<file path="config.mk">
export PLATFORM = sky130hd
export DESIGN_NAME = rfault_recheck_seq
export DESIGN_NICKNAME = d
export VERILOG_FILES = /design/src/rtl/rfr_pkg.sv /design/src/rtl/rfr_wait_timer.sv /design/src/rtl/rfr_access_port.sv /design/src/rtl/rfr_result_capture.sv /design/src/rtl/rfault_recheck_seq.sv
export SDC_FILE = /design/constraint.sdc
export NUM_CORES = 1
export LEC_CHECK = 0
export ABC_AREA = 1
export BUFFER_PORTS_ARGS = -buffer_cell sky130_fd_sc_hd__buf_2
export CORE_MARGIN = 4
export CORE_UTILIZATION = 35
export CTS_CLUSTER_SIZE = 14
export DETAILED_ROUTE_END_ITERATION = 8
export HOLD_SLACK_MARGIN = 0.12
export PLACE_DENSITY = 0.72
export SYNTH_ARGS = -nofsm -noshare
export SYNTH_HDL_FRONTEND = slang
export SYNTH_SLANG_ARGS = --single-unit
</file>
<file path="constraint.sdc">
create_clock -name clk -period 1.2 [get_ports clk]
set_input_delay 0.24 -clock clk [delete_from_list [all_inputs] [get_ports clk]]
set_output_delay 0.24 -clock clk [all_outputs]
set_load 0.05 [all_outputs]
</file>
<file path="src/rtl/rfr_pkg.sv">
// Package: shared types for the remote fault re-check sequencer.
// Assumes: nothing beyond IEEE 1800-2017.
package rfr_pkg;

    // Sequencer states, in the order the sequence visits them.
    typedef enum logic [2:0] {
        ST_IDLE    = 3'd0,
        ST_LOOP_WR = 3'd1,
        ST_WAIT    = 3'd2,
        ST_NORM_WR = 3'd3,
        ST_STAT_RD = 3'd4,
        ST_REPORT  = 3'd5
    } rfr_state_e;

    // True in states that own an access on the register port.
    function automatic logic state_needs_access(rfr_state_e s);
        return (s == ST_LOOP_WR) || (s == ST_NORM_WR) || (s == ST_STAT_RD);
    endfunction

endpackage

</file>
<file path="src/rtl/rfr_wait_timer.sv">
// Module: rfr_wait_timer
// Counts timer ticks while enabled. It asserts expired_o in the cycle of
// the WAIT_TICKS-th tick. Dropping run_i clears the count.
// Assumes: WAIT_TICKS >= 1; tick_i is synchronous to clk.
module rfr_wait_timer #(
    parameter int WAIT_TICKS = 8
) (
    input  logic clk,
    input  logic rst_n,
    input  logic run_i,
    input  logic tick_i,
    output logic expired_o
);
    localparam int CNT_W = $clog2(WAIT_TICKS + 1);
    localparam logic [CNT_W-1:0] LAST_CNT = CNT_W'(WAIT_TICKS - 1);

    logic [CNT_W-1:0] cnt_q;

    // Tick counter, cleared whenever the wait is not running.
    always_ff @(posedge clk) begin
        if (!rst_n || !run_i) begin
            cnt_q <= '0;
        end else if (tick_i) begin
            cnt_q <= (cnt_q == LAST_CNT) ? '0 : cnt_q + 1'b1;
        end
    end

    // Expiry fires on the final tick of the window.
    always_comb begin
        expired_o = run_i && tick_i && (cnt_q == LAST_CNT);
    end

    // The count never passes the last tick of the window.
    assert_count_bound_R2: assert property (@(posedge clk) disable iff (!rst_n)
        cnt_q <= LAST_CNT);

    // Outside the wait the count sits at zero.
    assert_idle_clear_R2: assert property (@(posedge clk) disable iff (!rst_n)
        !run_i |=> (cnt_q == '0) || run_i);

endmodule

</file>
<file path="src/rtl/rfr_access_port.sv">
// Module: rfr_access_port
// Turns a command from the sequencer into a held register request.
// The request is issued one edge after cmd_valid_i while the port is free.
// It holds until done_i and drops at that edge. ack_o marks the done cycle.
// Assumes: done_i comes only while a request is pending and lasts one cycle.
module rfr_access_port #(
    parameter int ADDR_W = 5,
    parameter int DATA_W = 16
) (
    input  logic              clk,
    input  logic              rst_n,
    input  logic              cmd_valid_i,
    input  logic              cmd_rd_i,
    input  logic [ADDR_W-1:0] cmd_addr_i,
    input  logic [DATA_W-1:0] cmd_data_i,
    input  logic              done_i,
    output logic              wr_req_o,
    output logic              rd_req_o,
    output logic [ADDR_W-1:0] addr_o,
    output logic [DATA_W-1:0] wdata_o,
    output logic              ack_o
);
    logic pending;

    always_comb begin
        pending = wr_req_o || rd_req_o;
    end

    // Request register: issue when free, retire on done.
    always_ff @(posedge clk) begin
        if (!rst_n) begin
            wr_req_o <= 1'b0;
            rd_req_o <= 1'b0;
            addr_o   <= '0;
            wdata_o  <= '0;
        end else if (pending) begin
            if (done_i) begin
                wr_req_o <= 1'b0;
                rd_req_o <= 1'b0;
            end
        end else if (cmd_valid_i) begin
            wr_req_o <= !cmd_rd_i;
            rd_req_o <= cmd_rd_i;
            addr_o   <= cmd_addr_i;
            wdata_o  <= cmd_rd_i ? '0 : cmd_data_i;
        end
    end

    // Completion strobe back to the sequencer.
    always_comb begin
        ack_o = pending && done_i;
    end

    // Read and write are never requested together.
    assert_one_req_R4: assert property (@(posedge clk) disable iff (!rst_n)
        !(wr_req_o && rd_req_o));

    // A pending request keeps its address and data until done.
    assert_req_stable_R4: assert property (@(posedge clk) disable iff (!rst_n)
        (pending && !done_i) |=> (pending && $stable(addr_o) && $stable(wdata_o)
                                  && $stable(wr_req_o)));

    // A request drops at the edge after its done.
    assert_req_retire_R4: assert property (@(posedge clk) disable iff (!rst_n)
        (pending && done_i) |=> !pending);

    // Input assumption: done only while a request is pending.
    assert_done_has_req_R4: assert property (@(posedge clk) disable iff (!rst_n)
        done_i |-> pending);

endmodule

</file>
<file path="src/rtl/rfr_result_capture.sv">
// Module: rfr_result_capture
// Holds the fault-present and link-down results taken from the status word.
// Clears on a new start and loads on the status read's completion.
// Assumes: clear_i and capture_i are never high together.
module rfr_result_capture #(
    parameter int DATA_W    = 16,
    parameter int FAULT_BIT = 4,
    parameter int LINK_BIT  = 2
) (
    input  logic              clk,
    input  logic              rst_n,
    input  logic              clear_i,
    input  logic              capture_i,
    input  logic [DATA_W-1:0] rdata_i,
    output logic              fault_o,
    output logic              link_down_o
);
    // Result registers: clear on start, load on status read.
    always_ff @(posedge clk) begin
        if (!rst_n || clear_i) begin
            fault_o     <= 1'b0;
            link_down_o <= 1'b0;
        end else if (capture_i) begin
            fault_o     <= rdata_i[FAULT_BIT];
            link_down_o <= !rdata_i[LINK_BIT];
        end
    end

    // Results change only on a capture or a clear.
    assert_results_hold_R6: assert property (@(posedge clk) disable iff (!rst_n)
        (!clear_i && !capture_i) |=> ($stable(fault_o) && $stable(link_down_o)));

endmodule

</file>
<file path="src/rtl/rfault_recheck_seq.sv">
// Module: rfault_recheck_seq (top)
// Re-checks far-end fault status after a fault has been seen. The sequence is:
// write the loopback control word, wait WAIT_TICKS ticks, write the normal
// forced control word, then read status. It reports fault-present and
// link-down with a one-cycle done pulse.
// Assumes: start_i is pulsed only after a remote fault was observed; the
// register port obeys the done handshake described in rfr_access_port.
module rfault_recheck_seq #(
    parameter int              ADDR_W     = 5,
    parameter int              DATA_W     = 16,
    parameter int              WAIT_TICKS = 8,
    parameter logic [ADDR_W-1:0] CTRL_ADDR = 5'd0,
    parameter logic [ADDR_W-1:0] STAT_ADDR = 5'd1,
    parameter logic [DATA_W-1:0] LOOP_WORD = 16'h6100,
    parameter logic [DATA_W-1:0] NORM_WORD = 16'h2100,
    parameter int              FAULT_BIT  = 4,
    parameter int              LINK_BIT   = 2
) (
    input  logic              clk,
    input  logic              rst_n,
    input  logic              start_i,
    input  logic              tick_i,
    output logic              reg_wr_req_o,
    output logic              reg_rd_req_o,
    output logic [ADDR_W-1:0] reg_addr_o,
    output logic [DATA_W-1:0] reg_wdata_o,
    input  logic [DATA_W-1:0] reg_rdata_i,
    input  logic              reg_done_i,
    output logic              busy_o,
    output logic              done_o,
    output logic              fault_present_o,
    output logic              link_down_o
);
    import rfr_pkg::*;

    rfr_state_e        state_q, state_d;
    logic              start_ok;
    logic              acc_ack;
    logic              wait_expired;
    logic              cmd_valid;
    logic              cmd_rd;
    logic [ADDR_W-1:0] cmd_addr;
    logic [DATA_W-1:0] cmd_data;

    // A start counts only while idle.
    always_comb begin
        start_ok = start_i && (state_q == ST_IDLE);
    end

    // Next-state logic of the recovery sequence.
    always_comb begin
        state_d = state_q;
        unique case (state_q)
            ST_IDLE:    if (start_ok)     state_d = ST_LOOP_WR;
            ST_LOOP_WR: if (acc_ack)      state_d = ST_WAIT;
            ST_WAIT:    if (wait_expired) state_d = ST_NORM_WR;
            ST_NORM_WR: if (acc_ack)      state_d = ST_STAT_RD;
            ST_STAT_RD: if (acc_ack)      state_d = ST_REPORT;
            ST_REPORT:                    state_d = ST_IDLE;
            default:                      state_d = ST_IDLE;
        endcase
    end

    // State register.
    always_ff @(posedge clk) begin
        if (!rst_n) state_q <= ST_IDLE;
        else        state_q <= state_d;
    end

    // Command for the access port, chosen by the current step.
    always_comb begin
        cmd_valid = state_needs_access(state_q);
        cmd_rd    = (state_q == ST_STAT_RD);
        cmd_addr  = cmd_rd ? STAT_ADDR : CTRL_ADDR;
        cmd_data  = (state_q == ST_LOOP_WR) ? LOOP_WORD : NORM_WORD;
    end

    // Status flags derived from the state.
    always_comb begin
        busy_o = (state_q != ST_IDLE);
        done_o = (state_q == ST_REPORT);
    end

    rfr_access_port #(
        .ADDR_W (ADDR_W),
        .DATA_W (DATA_W)
    ) u_access (
        .clk         (clk),
        .rst_n       (rst_n),
        .cmd_valid_i (cmd_valid),
        .cmd_rd_i    (cmd_rd),
        .cmd_addr_i  (cmd_addr),
        .cmd_data_i  (cmd_data),
        .done_i      (reg_done_i),
        .wr_req_o    (reg_wr_req_o),
        .rd_req_o    (reg_rd_req_o),
        .addr_o      (reg_addr_o),
        .wdata_o     (reg_wdata_o),
        .ack_o       (acc_ack)
    );

    rfr_wait_timer #(
        .WAIT_TICKS (WAIT_TICKS)
    ) u_timer (
        .clk       (clk),
        .rst_n     (rst_n),
        .run_i     (state_q == ST_WAIT),
        .tick_i    (tick_i),
        .expired_o (wait_expired)
    );

    rfr_result_capture #(
        .DATA_W    (DATA_W),
        .FAULT_BIT (FAULT_BIT),
        .LINK_BIT  (LINK_BIT)
    ) u_result (
        .clk         (clk),
        .rst_n       (rst_n),
        .clear_i     (start_ok),
        .capture_i   (acc_ack && (state_q == ST_STAT_RD)),
        .rdata_i     (reg_rdata_i),
        .fault_o     (fault_present_o),
        .link_down_o (link_down_o)
    );

    // Done lasts a single cycle.
    assert_done_pulse_R6: assert property (@(posedge clk) disable iff (!rst_n)
        done_o |=> !done_o);

    // Reported results match the status word returned at the read's done.
    assert_result_map_R5: assert property (@(posedge clk) disable iff (!rst_n)
        done_o |-> (fault_present_o == $past(reg_rdata_i[FAULT_BIT]))
                && (link_down_o == !$past(reg_rdata_i[LINK_BIT])));

    // A start while busy never launches a new loopback write.
    assert_busy_start_ignored_R7: assert property (@(posedge clk) disable iff (!rst_n)
        (busy_o && start_i && !(reg_wr_req_o && reg_wdata_o == LOOP_WORD)
         && state_q != ST_LOOP_WR)
        |=> !(state_q == ST_LOOP_WR));

    // A write request carries one of the two control words to the control address.
    assert_write_target_R3: assert property (@(posedge clk) disable iff (!rst_n)
        reg_wr_req_o |-> (reg_addr_o == CTRL_ADDR)
                      && (reg_wdata_o == LOOP_WORD || reg_wdata_o == NORM_WORD));

    // The block leaves reset quiet.
    assert_reset_quiet_R8: assert property (@(posedge clk)
        !rst_n |=> (!reg_wr_req_o && !reg_rd_req_o && !busy_o && !done_o
                    && !fault_present_o && !link_down_o));

endmodule

</file>
# Yosys cells after proc, flatten, opt, wreduce, memory -nomap -nowiden
# Index checks and enable logic that the tools add are counted.
word_totals:
  register_bits: 32
  in_bits: 21
  out_inout_bits: 27
  word_cells: 57
classes:
  add_sub_neg: 1
  eq_ne: 12
  n_mux: 15
  bitwise_logic: 1
  n_reduce_logical: 20
ops:
  columns: ["cell", "count"]
  rows:
  - ["2-to-1 mux 15 bit", 2]
  - ["2-to-1 mux 3 bit", 5]
  - ["one-hot mux 3 bit (5 select lines)", 1]
  - ["!= test 2 bit, second input constant", 5]
  - ["== test 3 x 2 -> 1 bit, second input constant", 2]
  - ["== test 3 bit, second input constant", 2]
  - ["2-to-1 mux 1 bit", 6]
  - ["logical AND 1 bit", 5]
  - ["logical OR 1 bit", 5]
  - ["AND reduction 5 bit", 1]
  - ["adder 4 x 1 -> 4 bit, second input constant", 1]
  - ["== test 4 x 3 -> 1 bit, second input constant", 1]
  - ["logical NOT 1 bit", 4]
  - ["2-to-1 mux 4 bit", 1]
  - ["AND reduction 2 bit", 2]
  - ["== test 3 x 1 -> 1 bit, second input constant", 1]
  - ["logical NOT 3 bit", 1]
  - ["nonzero test 3 bit", 1]
  - ["!= test 2 x 1 -> 1 bit, second input constant", 1]
  - ["nonzero test 2 bit", 1]
  - ["inverter 1 bit", 1]

# Logic depth before layout (Yosys ltp)
logic_depth:
  depth_word: 5
  ltp_mapped: 10
  ltp_nobuf: 10

# Modules after synthesis
# A second synthesis with hierarchy kept.
hier_totals:
  cells_unflattened: 224
  area_unflattened_um2: 1544.0
by_module_without_submodules:
  columns: ["mod", "instances", "cells_per_inst", "area_per_inst_um2", "seq_area_each_um2"]
  rows:
  - ["rfr_access_port", 1, 139, 994.7, 460.4]
  - ["rfault_recheck_seq", 1, 44, 267.8, 60.1]
  - ["rfr_wait_timer", 1, 29, 195.2, 80.1]
  - ["rfr_result_capture", 1, 12, 86.3, 40.0]

# Worst setup path after synthesis
# Ideal clock, no wire load.
synth_path:
  path_type: "flip-flop to output port"
  startpoint: "register state_q[0]"
  endpoint: "output done_o"
  arrival_ns: 1.589
  required_time_ns: 0.960
  setup_slack_ns: -0.629
  stages_incl_launch_ff: 3
  path_buffers: 0
  cell_sequence: "dfxtp_1 > inv_1 > nor3_1"
synth_via:
  elab_chain_cells: 1
synth_lines:
  columns: ["item", "line_no", "text"]
  rows:
  - ["start: declaration", "rfault_recheck_seq.sv:36", "rfr_state_e state_q, state_d;"]
  - ["start signal: assignment", "rfault_recheck_seq.sv:67", "else state_q <= state_d;"]
  - ["== test 3 bit", "rfault_recheck_seq.sv:81", "done_o = (state_q == ST_REPORT);"]
  - ["end: declaration", "rfault_recheck_seq.sv:30", "output logic done_o,"]
# Every way passes these cells.

# Worst setup path in the final report
layout_path:
  startpoint: "register state_q[2]"
  endpoint: "output done_o"
# Same word-level chain as after synthesis.

==> flow_metrics.py <==
metrics = {
    "logic_synthesis": {
        "synth_largest_area_cell": "dfxtp_1",
        "syn_inst": 112,
        "synth_compound_area_share_pct": 7.34,
        "synth_seq_cells": 14,
        "syn_area_per_cell_um2": 7.31,
        "synthSimpleGateAreaFrac_pct": 32.0,
        "synthAdderAreaFrac_pct": 1.53,
        "synth_area_um2": 818,
        "synthXorXnorAreaFrac_pct": 1.07,
        "synth_top_area_share_pct": 34.3,
        "yosys_warnings": 0,
        "ys_types": 24,
        "synth-seq-area-share_pct": 34.3,
        "synth.area.mux_share_pct": 1.22,
        "synth.top_cells.by_area": "dfxtp_1 (34%), buf_4 (17%), nand2_1 (9.2%)",
        "synth_top_family_by_area": "simple AND/OR/NAND/NOR gates",
    },
    "detailed_routing": {
        "avgRoutedWirePerCell_um": 9.70,
        "detail-route-antenna-nets": 0,
        "vias": 741,
        "wl_mm": 1.61,
        "dr.first_iter.drc_count": 20,
        "viasPerCell": 4.46,
        "drc": 0,
        "firstDrtPassIters": 4,
    },
    "die": {
        "num_rows": 17,
        "start_util_pct": 37.0,
        "io_pins": 48,
        "fp.coreArea_mm2": 0.00221,
        "die_w_um": 56.4,
        "fp.dieH_um": 56.4,
        "die-area_mm2": 0.00318,
    },
    "clocking": {
        "htree_levels": 1,
        "cts_buffer_depth": 2,
        "cts.clk_slew.worst_paths_ps": 90,
        "hold_buffers": 0,
        "clk_latency_ps": 290,
        "cts-root-buf": "clkbuf_4",
        "cts_buffers": 3,
        "cts_tree": "done",
        "clock-sinks": 14,
    },
    "setup_path": {
        "arrival_ps": 1050,
        "required_ps": 960,
        "rr_worst_depth": 8,
        "cpPeakStageDelay_ps": 360,
        "criticalPathCategory": "reg2out",
        "crit_slowest_cell": "dfxtp_2",
        "worst_setup_path_start_kind": "register",
        "cp-end-kind": "output port",
        "crit_path_max_fanout": 8,
        "crit_path_cell_trace": "inv_4, nor3_4, buf_6",
    },
    "timing": {
        "period_minus_slack_ps": 1290,
        "min_period_over_period_pct": 107,
        "rsz0062_at_grt": "yes",
        "report.final.slew_viol_count": 0,
        "skew_ps": 5.43,
        "holdWs_ps": 208,
        "setup_viol": 4,
        "fmax_ghz": 0.777,
        "hold_viol": 0,
        "setup_ws_ps": -87.0,
    },
    "placed_design": {
        "dp_hpwl_mm": 1.26,
        "dpl_cell_area_um2": 912,
        "dp_cells": 158,
        "gp_congestion": 0.771,
        "port_buffers": 16,
    },
    "pwr": {
        "leakage_uw": 0.000490,
        "vdd_ir_drop_max_mv": 1.00,
        "p_per_area_mw_per_mm2": 2310,
    },
    "layout": {
        "design_area_mm2": 0.00103,
        "drive_gt1_share_pct": 38.4,
        "fill_cells": 207,
        "nNetsFinal": 161,
        "antenna_cells": 0,
        "final_core_util_pct": 46.5,
        "layout.cells.non_filler": 166,
        "syn2layout_area_growth_pct": 25.8,
    },
    "global_route": {
        "track_usage_pct": 10.4,
        "antenna_found_initial": 0,
        "grt_pass1_vias": 673,
        "grt_pass1_wl_mm": 2.68,
        "gr-total-overflow": 0,
        "grt_max_degree": 9,
    },
    "worst_hold_path": {
        "hold_class": "in2reg",
        "whs_path_depth": 3,
    },
    "status": {
        "violations": "setup timing",
        "status": "complete, but fails checks",
    },
    "flow_run": {
        "max_cap_viol_count": 0,
    },
}
## cell usage after synthesis (all sizes together)
cell and number:
nor3 3, mux2i 1, o21ai 3, nor3b 1, a21oi 9, buf 18
clkbuf 1, xor2 1, or2 1, inv 11, ha 1, and3 1
nand2 24, nand3 9, nor2 10, dfxtp 14, nand4 3, conb 1
## cell type report
cell class              count  area [um2]  area share (%)
repair buffers             25         164            15.9
inverters                  11        46.3            4.50
clock buffers               4        36.3            3.52
multi-input cells          84         449            43.6
well taps                  28        35.0            3.40
flip-flops and latches     14         299            29.0
## cell usage in the layout (no fill, tap or decap)
cell and n:
a21oi_1 9, and3_1 1, buf_2 14, buf_4 8, buf_6 3, clkbuf_4 3, clkbuf_8 1, conb_1 17
dfxtp_1 7, dfxtp_2 3, dfxtp_4 4, ha_2 1, inv_1 6, inv_2 3, inv_4 2, mux2i_1 1
nand2_1 19, nand2_2 4, nand2_8 1, nand3_1 8, nand3_4 1, nand4_1 3, nor2_1 6, nor2_2 3
nor2_4 1, nor3_1 2, nor3_4 1, nor3b_1 1, o21ai_0 3, or2_1 1, xor2_1 1
## worst max-delay path: cells and delay by family, from the launching register on
| family | cells | cell delay, ps |
|---|---|---|
| simple gates | 1 | 160 |
| flops | 1 | 360 |
| buf+inv | 2 | 240 |
## where the power goes
| group | internal (uW) | switching (uW) | total [uW] |
|---|---|---|---|
| combinational | 432 | 931 | 1360 |
| sequential | 576 | 93.8 | 670 |
| clock | 185 | 159 | 344 |
| total | 1190 | 1180 | 2380 |
## metrics by stage
step           power (uW)  setup slack [ps]  setup TNS, ps
3_3_place_gp         1810             -45.9          -72.6
6_report             2380             -87.0           -163
4_1_cts              2320             -94.6           -125
2_1_floorplan        1650             -25.7          -25.7
5_1_grt              2530              -141           -508
3_5_place_dp         1850             -61.2           -146
## final timing paths
kind / to / slack [ps] / from
max: done_o / -90 / state_q[2]
min: u_result.link_down_o / 210 / reg_rdata_i[2]
max reg2reg: state_q[0] / -30 / state_q[0]
min reg2reg: u_result.link_down_o / 460 / u_result.link_down_o
## what timing repair did
action | CTS | global route
endpoints found under the setup margin | 5 | 8
buffers inserted | 4 | 0
endpoints found under the hold margin | 0 | 0
gates resized for setup | 13 | 5
pin swaps | 2 | 1
## flip-flops by register name, summed over array words and instances, names as in the netlist
register / cells
u_access.addr_o: 1
u_access.wdata_o: 2
u_access.wr_req_o: 1
u_result.link_down_o: 1
state_q: 3
u_access.rd_req_o: 1
u_timer.cnt_q: 4
u_result.fault_o: 1
## kinds of logic (layout without fill, tap and decap cells)
logic type	count (synthesis)	after routing
and+or+nand+nor	52	52
buffers and inverters	30	40
DFF	14	14
AOI/OAI and AO/OA	12	12
adders and majority gates	1	1
other	1	17
xor gates and xnor gates	1	1
muxes	1	1
## routing by layer
metal  up-vias  track usage, %  share of wire (%)
li1        376               -                  -
met1       339            12.0                 41
met2        21            17.9                 50
met3         5            1.84                5.8
met4         0            6.10                2.4
met5         -               0                  0
Note: power is estimated with default switching activity, not from simulation.
